===== config.mk =====
export PLATFORM = sky130hd
export DESIGN_NAME = sec_attr_unit
export DESIGN_NICKNAME = d
export VERILOG_FILES = /design/src/rtl/sau_pkg.sv /design/src/rtl/sau_cfg_reg.sv /design/src/rtl/sau_attr_decode.sv /design/src/rtl/sau_alias_remap.sv /design/src/rtl/sec_attr_unit.sv
export SDC_FILE = /design/constraint.sdc
export NUM_CORES = 1
export LEC_CHECK = 0
export ABC_CLOCK_PERIOD_IN_PS = 2100
export CORE_AREA = 2 2 61 63
export CTS_CLUSTER_DIAMETER = 200
export DETAILED_ROUTE_END_ITERATION = 8
export DIE_AREA = 0 0 63 65
export GPL_ROUTABILITY_DRIVEN = 0
export PLACE_DENSITY = 0.85
export SLEW_MARGIN = 20
export SYNTH_ARGS = -nofsm -noshare
export SYNTH_HDL_FRONTEND = slang
export SYNTH_SLANG_ARGS = --single-unit

===== constraint.sdc =====
create_clock -name clk -period 2.1 [get_ports clk]
set_input_delay 0.42 -clock clk [delete_from_list [all_inputs] [get_ports clk]]
set_output_delay 0.42 -clock clk [all_outputs]
set_load 0.005 [all_outputs]

===== src/rtl/sau_pkg.sv =====
// Shared widths and the attribute bundle for the security attribution unit.
// Assumes a flat 32-bit physical address space split into 16 regions.
package sau_pkg;
    localparam int ADDR_W = 32;
    localparam int REG_W  = 4;
    localparam int CFG_W  = 2;
    localparam int DATA_W = 32;

    typedef struct packed {
        logic [REG_W-1:0] region;
        logic             ns;
        logic             nsc;
        logic             exempt;
    } attr_t;
endpackage


===== src/rtl/sau_cfg_reg.sv =====
// Gateway-enable configuration register.
// Stores the low CFG_W bits of a write and returns them zero-extended.
// Assumes one write per strobe cycle and no read side effects.
module sau_cfg_reg #(
    parameter int DATA_W = 32,
    parameter int CFG_W  = 2
) (
    input  logic              clk,
    input  logic              rst_n,
    input  logic              wr_en,
    input  logic [DATA_W-1:0] wr_data,
    output logic [CFG_W-1:0]  cfg_q,
    output logic [DATA_W-1:0] rd_data
);
    localparam int PAD_W = DATA_W - CFG_W;

    // Capture the low bits of a write; clear on reset.
    always_ff @(posedge clk) begin
        if (!rst_n)     cfg_q <= '0;
        else if (wr_en) cfg_q <= wr_data[CFG_W-1:0];
    end

    // Zero-extend the stored bits onto the read bus.
    always_comb rd_data = {{PAD_W{1'b0}}, cfg_q};

    // a write is visible in the next cycle.
    p_cfg_load_r6: assert property (@(posedge clk) disable iff (!rst_n)
        wr_en |=> cfg_q == $past(wr_data[CFG_W-1:0]));

    // no write means the configuration holds.
    p_cfg_hold_r6: assert property (@(posedge clk) disable iff (!rst_n)
        !wr_en |=> $stable(cfg_q));
endmodule


===== src/rtl/sau_attr_decode.sv =====
// Combinational security attribution from the address top nibble.
// Each configuration bit grants gateway status to one listed region.
// Assumes NSC_LIST holds CFG_W region numbers, bit k's region at slot k.
module sau_attr_decode
    import sau_pkg::*;
#(
    parameter int                        AW          = 32,
    parameter int                        RW          = 4,
    parameter int                        CW          = 2,
    parameter logic [CW*RW-1:0]          NSC_LIST    = {4'd3, 4'd1},
    parameter logic [AW-1:0]             EXEMPT_MASK = 32'hEFF0_0000,
    parameter logic [AW-1:0]             EXEMPT_VAL  = 32'hE000_0000
) (
    input  logic [AW-1:0] addr,
    input  logic [CW-1:0] cfg,
    output attr_t         attr
);
    localparam int TOP = AW - RW;

    logic [RW-1:0] region;
    logic [CW-1:0] grant;

    // Region number is the top address nibble.
    always_comb region = addr[AW-1:TOP];

    // One gateway grant term per configuration bit.
    for (genvar k = 0; k < CW; k++) begin : g_grant
        always_comb grant[k] = cfg[k] && (region == NSC_LIST[k*RW +: RW]);
    end

    // Assemble the attribute bundle.
    always_comb begin
        attr.region = region;
        attr.ns     = ~region[0];
        attr.nsc    = |grant;
        attr.exempt = (addr & EXEMPT_MASK) == EXEMPT_VAL;
    end

    // a gateway grant is only ever given to a secure address.
    always_comb begin
        if (attr.nsc) begin
            p_nsc_secure_r3: assert (addr[TOP] == 1'b1);
        end
    end

    // exemption only in the top two regions.
    always_comb begin
        if (attr.exempt) begin
            p_exempt_top_r4: assert (addr[AW-1:AW-3] == 3'b111);
        end
    end
endmodule


===== src/rtl/sau_alias_remap.sv =====
// Mirror resolution: a mirrored region maps onto its lower-numbered twin
// by clearing the region LSB, except inside listed exception windows.
// Assumes windows are given as base/mask pairs packed LSB-first.
module sau_alias_remap #(
    parameter int                    AW        = 32,
    parameter int                    RW        = 4,
    parameter logic [(1<<RW)-1:0]    MIRRORS   = 16'h002A,
    parameter int                    NUM_EXCL  = 2,
    parameter logic [NUM_EXCL*AW-1:0] EXCL_BASE = {32'h5008_3000, 32'h5008_0000},
    parameter logic [NUM_EXCL*AW-1:0] EXCL_MASK = {32'hFFFF_F000, 32'hFFFF_F000}
) (
    input  logic [AW-1:0] addr,
    output logic          hit,
    output logic [AW-1:0] phys
);
    localparam int          ALIAS_BIT = AW - RW;
    localparam logic [AW-1:0] CLR     = ~(AW'(1) << ALIAS_BIT);

    logic [NUM_EXCL-1:0] excl;
    logic                mirrored;

    // Match each exception window.
    for (genvar i = 0; i < NUM_EXCL; i++) begin : g_excl
        always_comb excl[i] =
            (addr & EXCL_MASK[i*AW +: AW]) == EXCL_BASE[i*AW +: AW];
    end

    // Look up whether the region is a mirror.
    always_comb mirrored = MIRRORS[addr[AW-1:ALIAS_BIT]];

    // Remap unless an exception window claims the address.
    always_comb begin
        hit  = mirrored && !(|excl);
        phys = hit ? (addr & CLR) : addr;
    end

    // a remapped address lands in the twin region below.
    always_comb begin
        if (hit) begin
            p_alias_clear_r7: assert (phys[ALIAS_BIT] == 1'b0 &&
                                      phys[AW-1:ALIAS_BIT+1] == addr[AW-1:ALIAS_BIT+1]);
        end
    end

    // without a hit the address passes through untouched.
    always_comb begin
        if (!hit) begin
            p_pass_through_r8: assert (phys == addr);
        end
    end
endmodule


===== src/rtl/sec_attr_unit.sv =====
// Top of the security attribution unit: configuration register,
// attribute decode and mirror remap. Outputs other than the read bus
// are combinational from addr and the registered configuration.
module sec_attr_unit (
    input  logic        clk,
    input  logic        rst_n,
    input  logic        cfg_wr_en,
    input  logic [31:0] cfg_wr_data,
    output logic [31:0] cfg_rd_data,
    input  logic [31:0] addr,
    output logic [3:0]  region_id,
    output logic        is_ns,
    output logic        is_nsc,
    output logic        is_exempt,
    output logic        alias_hit,
    output logic [31:0] phys_addr
);
    import sau_pkg::*;

    logic [CFG_W-1:0] cfg;
    attr_t            attr;

    sau_cfg_reg #(.DATA_W(DATA_W), .CFG_W(CFG_W)) u_cfg (
        .clk     (clk),
        .rst_n   (rst_n),
        .wr_en   (cfg_wr_en),
        .wr_data (cfg_wr_data),
        .cfg_q   (cfg),
        .rd_data (cfg_rd_data)
    );

    sau_attr_decode #(.AW(ADDR_W), .RW(REG_W), .CW(CFG_W)) u_dec (
        .addr (addr),
        .cfg  (cfg),
        .attr (attr)
    );

    sau_alias_remap #(.AW(ADDR_W), .RW(REG_W)) u_remap (
        .addr (addr),
        .hit  (alias_hit),
        .phys (phys_addr)
    );

    // Unpack the attribute bundle onto the ports.
    always_comb begin
        region_id = attr.region;
        is_ns     = attr.ns;
        is_nsc    = attr.nsc;
        is_exempt = attr.exempt;
    end
endmodule


==> impl_metrics.tcl, run 1 <==
set metrics [dict create \
    timing.critical_path.arrival_ps 1600 \
    yosys_register_bits 2 \
    largest_register "u_cfg.cfg_q" \
    static-leakage-power_nw 0.471 \
    dominant_combinational_cell_family_by_area_after_synthesis "buffers and inverters" \
    netlist.top_cell.by_area "sky130_fd_sc_hd__buf_4" \
    report.final.hold_viol_count 0 \
    starting_density 0.197 \
    drive_above_1_share 0.172 \
    slew_violations 0 \
    synth.distinct_cells 17 \
    firstDrtPassIters 2 \
    postSynthAreaPerCell_um2 7.73 \
    numPortBuffers 54 \
    top_regs "u_cfg.cfg_q: 2 flops" \
    worstSetupEndpointType "primary output" \
    pin_count 139 \
    drcViolationCount 0 \
    via_count 531 \
    yosys.area_share.simple 0.133 \
    worst_clock_skew_ps 0 \
    synth_edf_count 0 \
    tritoncts.num_buffers 3 \
    ant_nets 0 \
    first_global_vias 527 \
    core_area_mm2 0.00350 \
    drt_first_iter_violations 1 \
    seq_area_frac_synth 0.0582 \
    top_layer_used "met4" \
    met3_wirelength_um 173 \
    final-instance-count-excl-fill 164 \
    fill_cells 401 \
    die_w_um 63 \
    mapped_cell_area_um2 688 \
    route.layer.met1.wl_um 479 \
    yosysWarningCount 0 \
    fin_total_pwr_mw 0.276 \
    synth_top_area_share 0.709 \
    num_rows 22 \
    routedWlPerCell_um 10.2 \
    syn_inst 89 \
    met2WireLength_um 957 \
    rsz0062_at_grt "false" \
    pin_count_of_the_biggest_net_entering_global_routing 5 \
    post_dp_cell_area_um2 955 \
    final.min_clock_period_ps 2020 \
    antenna_cells 0 \
    numClockSinks 2 \
    synth.top_cells.by_count "sky130_fd_sc_hd__buf_4 (65), sky130_fd_sc_hd__mux2i_1 (3)" \
    synth-async-reset-ratio 0 \
    root_buffer_cell "sky130_fd_sc_hd__clkbuf_4" \
    finalInstanceArea_um2 988 \
    maximum_fanout_count_along_the_critical_path 2 \
    area_fraction_in_compound_gates_after_synthesis 0.0273 \
    routed_via_density 3.24 \
    number_of_max_cap_violations 0 \
    synth_fa_ha_area_frac 0 \
    synth_top_cells_by_area "sky130_fd_sc_hd__buf_4 (71%), sky130_fd_sc_hd__dfxtp_1 (5.8%), sky130_fd_sc_hd__mux2i_1 (4.4%), sky130_fd_sc_hd__or4_4 (3.3%), sky130_fd_sc_hd__nor2b_1 (1.8%)" \
    setup-violations-final 0 \
    final.period_utilization 0.960 \
    start_kind "input port" \
    grt_first_pass_wirelength_mm 2.40 \
    layout.core_utilization 0.283 \
    switching_power_mw 0.0789 \
    area.growth.synth_to_final_pct 43.6 \
    worstPathRequired_ps 1680 \
    overflow 0 \
    combPwrFrac 0.534 \
    yosys.cell_count.top_type "sky130_fd_sc_hd__buf_4" \
    die_h_um 65 \
    dp_cells 161 \
    postSynth.topFlopCell "sky130_fd_sc_hd__dfxtp_1" \
    grt_antenna_before_repair 0 \
    hp-class "reg -> reg" \
    num-nets-final 185 \
    seqPwrFrac 0.154 \
    power.share.switching 0.285 \
    aggregate_global_route_resource_usage 0.0758 \
    clkLatencyLatePin_ps 230 \
    hpwlAfterDp_mm 1.44 \
    ir_drop_mv 0.142 \
    cts-htree-levels 1 \
    drt_wl_total_mm 1.67 \
    synthXorXnorAreaFrac 0.0127 \
    floorplan.die_area_mm2 0.00410 \
    worst_path_clk_slew_ps 30 \
    startpoint_to_endpoint_class_of_the_critical_path "in -> out" \
    power.density_cell_area_mw_per_mm2 280 \
    tritoncts "done" \
    p_int_mw 0.197 \
    status "finished clean" \
    cts-root-to-sink-buffers 2 \
    clock_network_power_share 0.312 \
    largest_register_ffs 2 \
    muxShareOfSynthArea 0.0436 \
    fmax_ghz 0.496 \
]
## power groups by stage
stage | Sequential, mW | Clock (mW) | Combinational, mW
3_3_place_gp | 0.0434 | 0 | 0.151
2_1_floorplan | 0.0427 | 0 | 0.122
6_report | 0.0426 | 0.0861 | 0.148
4_1_cts | 0.0429 | 0.0923 | 0.150
5_1_grt | 0.0431 | 0.0925 | 0.160
3_5_place_dp | 0.0433 | 0 | 0.153
## kinds of logic after synthesis
kind of cell,after synthesis
buf+inv,67
xor+xnor,1
simple gates,12
mux,3
flops,2
compound gates,3
other cells,1
## what timing repair did
action,CTS,global route
endpoints found under the setup margin,4,3
resized for setup,33,5
pin swaps,5,5
hold buffers,0,0
setup buffers,2,0
## critical path: stages
cell                              delay [ps]
sky130_fd_sc_hd__clkdlybuf4s15_1         190
sky130_fd_sc_hd__or4_4                   580
sky130_fd_sc_hd__nor2_4                  140
sky130_fd_sc_hd__a21oi_1                  60
sky130_fd_sc_hd__clkdlybuf4s15_2         210
## per-stage QoR
stage | TNS (ps) | worst slack, ps | hold slack (ps)
6_report | 0 | 84.1 | 545
4_1_cts | -42.8 | -42.8 | 556
2_1_floorplan | 0 | 452 | 524
3_3_place_gp | -1560 | -500 | 551
3_5_place_dp | -1610 | -524 | 545
5_1_grt | 0 | 32.1 | 575
## area by class of cell
class | instances | area (µm²) | share of cell area
tap | 48 | 60.1 | 0.0608
sequential | 2 | 40.0 | 0.0405
inverter | 2 | 7.51 | 0.00759
multi-input combinational | 49 | 293 | 0.296
clock buffer | 3 | 22.5 | 0.0228
timing repair buffer | 60 | 566 | 0.572
## cells in the final DEF (no fill, tap or decap), drive strengths merged
cell,n
dlymetal6s2s,2
conb,30
clkbuf,4
a21oi,2
a31o,1
buf,8
dfxtp,2
nand2,1
xnor2,1
nor4,3
nor4bb,1
nand3,1
or4,2
clkdlybuf4s15,4
and3,1
mux2i,3
clkdlybuf4s50,36
inv,2
nor2,1
nor2b,2
dlygate4sd2,9
## metal layers
layer / vias up / GRT usage
met5: - / 0
met1: 226 / 0.0678
met4: 0 / 0.0639
li1: 248 / -
met3: 10 / 0.0139
met2: 47 / 0.146
## path summary, 6_finish.rpt
kind | end | slack [ps] | depth (start not counted) | start
worst max register to register | u_cfg.cfg_q[1] | 1490 | 2 | u_cfg.cfg_q[1]
worst max-delay path | alias_hit | 80 | 5 | addr[24]
worst min-delay path | u_cfg.cfg_q[0] | 550 | 2 | u_cfg.cfg_q[0]
worst min register to register | u_cfg.cfg_q[0] | 550 | 2 | u_cfg.cfg_q[0]
Note: power is estimated with default switching activity, not from simulation.
==> run 2: changes to the inputs <==
CELL_PAD_IN_SITES_DETAIL_PLACEMENT = 1   (was not set)
CELL_PAD_IN_SITES_GLOBAL_PLACEMENT = 2   (was not set)
CORE_AREA = 2 2 86 88   (was 2 2 61 63)
DIE_AREA = 0 0 88 90   (was 0 0 63 65)
PLACE_DENSITY = not set   (was 0.85)
PLACE_DENSITY_LB_ADDON = 0.1   (was not set)
==> impl_metrics.tcl, run 2 (synthesis results as in run 1) <==
set metrics [dict create \
    numPortBuffers 54 \
    largest_register_ffs 2 \
    report.final.hold_viol_count 0 \
    tritoncts.num_buffers 3 \
    fmax_ghz 0.488 \
    tritoncts "done" \
    fill_cells 841 \
    switching_power_mw 0.0847 \
    fin_total_pwr_mw 0.338 \
    numClockSinks 2 \
    status "finished clean" \
    die_h_um 90 \
    largest_register "u_cfg.cfg_q" \
    critical-path-top-delay-family "simple AND/OR/NAND/NOR gates" \
    detailedPlace.worstSlack_ps -526 \
    aggregate_global_route_resource_usage 0.0433 \
    routedWlPerCell_um 8.84 \
    drive_above_1_share 0.148 \
    cpMaxStageDelayCell "sky130_fd_sc_hd__or4_4" \
    area.growth.synth_to_final_pct 53.3 \
    via_count 528 \
    overflow 0 \
    cp_slowest_stage_delay_ps 580 \
    cts-htree-levels 1 \
    static-leakage-power_nw 0.476 \
    cts-root-to-sink-buffers 2 \
    maximum_fanout_count_along_the_critical_path 2 \
    die_w_um 88 \
    worst_path_clk_slew_ps 30 \
    final.setup.tns_ps 0 \
    pin_count_of_the_biggest_net_entering_global_routing 5 \
    number_of_max_cap_violations 0 \
    first_global_vias 538 \
    holdPathStages 2 \
    final.min_clock_period_ps 2050 \
    mostFrequentLayoutCells "sky130_fd_sc_hd__clkdlybuf4s50_1 (37), sky130_fd_sc_hd__conb_1 (30), sky130_fd_sc_hd__dlygate4sd2_1 (11), sky130_fd_sc_hd__buf_4 (5)" \
    firstDrtPassIters 2 \
    p_int_mw 0.253 \
    drcViolationCount 0 \
    hpwlAfterDp_mm 1.74 \
    root_buffer_cell "sky130_fd_sc_hd__clkbuf_8" \
    top_regs "u_cfg.cfg_q: 2 flops" \
    path_depth 5 \
    timing.critical_path.arrival_ps 1630 \
    clkLatencyLatePin_ps 210 \
    final.period_utilization 0.976 \
    setup-violations-final 0 \
    pin_count 139 \
    grt_first_pass_wirelength_mm 2.59 \
    routed_via_density 2.47 \
    start_kind "input port" \
    ir_drop_mv 0.207 \
    worstPathRequired_ps 1680 \
    worstSetupEndpointType "primary output" \
    holdBufCountCts 0 \
    combPwrFrac 0.434 \
    crit_chain "dlygate4sd2_1 > or4_4 > nor2_4 > a31o_1 > buf_2" \
    ant_nets 0 \
    floorplan.die_area_mm2 0.00792 \
    clock_network_power_share 0.440 \
    layout_commonest_cell "sky130_fd_sc_hd__clkdlybuf4s50_1" \
    num-nets-final 184 \
    num_rows 31 \
    timing.final.ws_setup_ps 51.2 \
    slew_violations 0 \
    path_buf_inv 2 \
    hp-class "reg -> reg" \
    seqPwrFrac 0.126 \
    starting_density 0.0980 \
    drt_first_iter_violations 6 \
    drt_wl_total_mm 1.89 \
    worst_clock_skew_ps 0 \
    startpoint_to_endpoint_class_of_the_critical_path "in -> out" \
    worst-r2r-cell-count 2 \
    cts.repair_timing.setup_buffer_count 0 \
    antenna_cells 0 \
    grt_antenna_before_repair 0 \
    power.share.switching 0.251 \
    power.density_cell_area_mw_per_mm2 320 \
    core_area_mm2 0.00702 \
    rsz0062_at_grt "false" \
]
==> run 2: cell types whose count changed in the layout (fill, tap and decap cells not counted), moves of 2 or more <==
| cell | previous run | this run |
|---|---|---|
| sky130_fd_sc_hd__clkbuf_4 | 3 | 0 |
| sky130_fd_sc_hd__clkbuf_8 | 0 | 3 |
| sky130_fd_sc_hd__clkdlybuf4s15_1 | 3 | 1 |
| sky130_fd_sc_hd__dlygate4sd2_1 | 9 | 11 |
==> run 2: routing by layer <==
metal | share of wire | global-route usage | vias up
li1 | - | - | 245
met3 | 0.098 | 0.0156 | 2
met2 | 0.62 | 0.0909 | 34
met1 | 0.28 | 0.0320 | 247
met5 | 0 | 0 | -
met4 | 0.0042 | 0.0192 | 0
==> run 2: worst register-to-register path, cell delays in order (launching register included) <==
cell	delay (ps)
sky130_fd_sc_hd__dfxtp_1	310
sky130_fd_sc_hd__mux2i_1	130
sky130_fd_sc_hd__nor2b_1	60
==> run 2: layout make-up <==
| class | instances | area [µm²] | area share |
|---|---|---|---|
| Timing Repair Buffer | 59 | 554 | 0.526 |
| Tap cell | 99 | 124 | 0.117 |
| Clock buffer | 3 | 41.3 | 0.0391 |
| Inverter | 2 | 7.51 | 0.00712 |
| Multi-Input combinational cell | 49 | 288 | 0.273 |
| Sequential cell | 2 | 40.0 | 0.0380 |
==> run 2: metrics by stage <==
step           utilization  instances  hold WS [ps]  area, µm²
5_1_grt              0.150        214           572       1050
6_report             0.150        214           545       1050
3_3_place_gp         0.144        211           547       1010
3_5_place_dp         0.144        211           557       1010
4_1_cts              0.148        214           563       1040
2_1_floorplan            -        118           524        797
==> run 2: power by group through the flow <==
stage / combinational (mW) / clock (mW) / sequential, mW
2_1_floorplan: 0.122 / 0 / 0.0427
3_3_place_gp: 0.156 / 0 / 0.0431
3_5_place_dp: 0.154 / 0 / 0.0431
4_1_cts: 0.147 / 0.154 / 0.0427
5_1_grt: 0.158 / 0.160 / 0.0432
6_report: 0.146 / 0.149 / 0.0425
==> run 2: repair_timing <==
| item | in CTS | in global routing |
|---|---|---|
| resized for setup | 27 | 4 |
| pin swaps | 8 | 4 |
| setup endpoints to repair | 4 | 2 |
==> run 2: worst paths after layout <==
| kind | start | endpoint | slack, ps |
|---|---|---|---|
| setup / recovery | addr[26] | phys_addr[28] | 50 |
| hold / removal | u_cfg.cfg_q[0] | u_cfg.cfg_q[0] | 540 |
| setup reg to reg | u_cfg.cfg_q[1] | u_cfg.cfg_q[1] | 1480 |
| hold reg to reg | u_cfg.cfg_q[0] | u_cfg.cfg_q[0] | 540 |
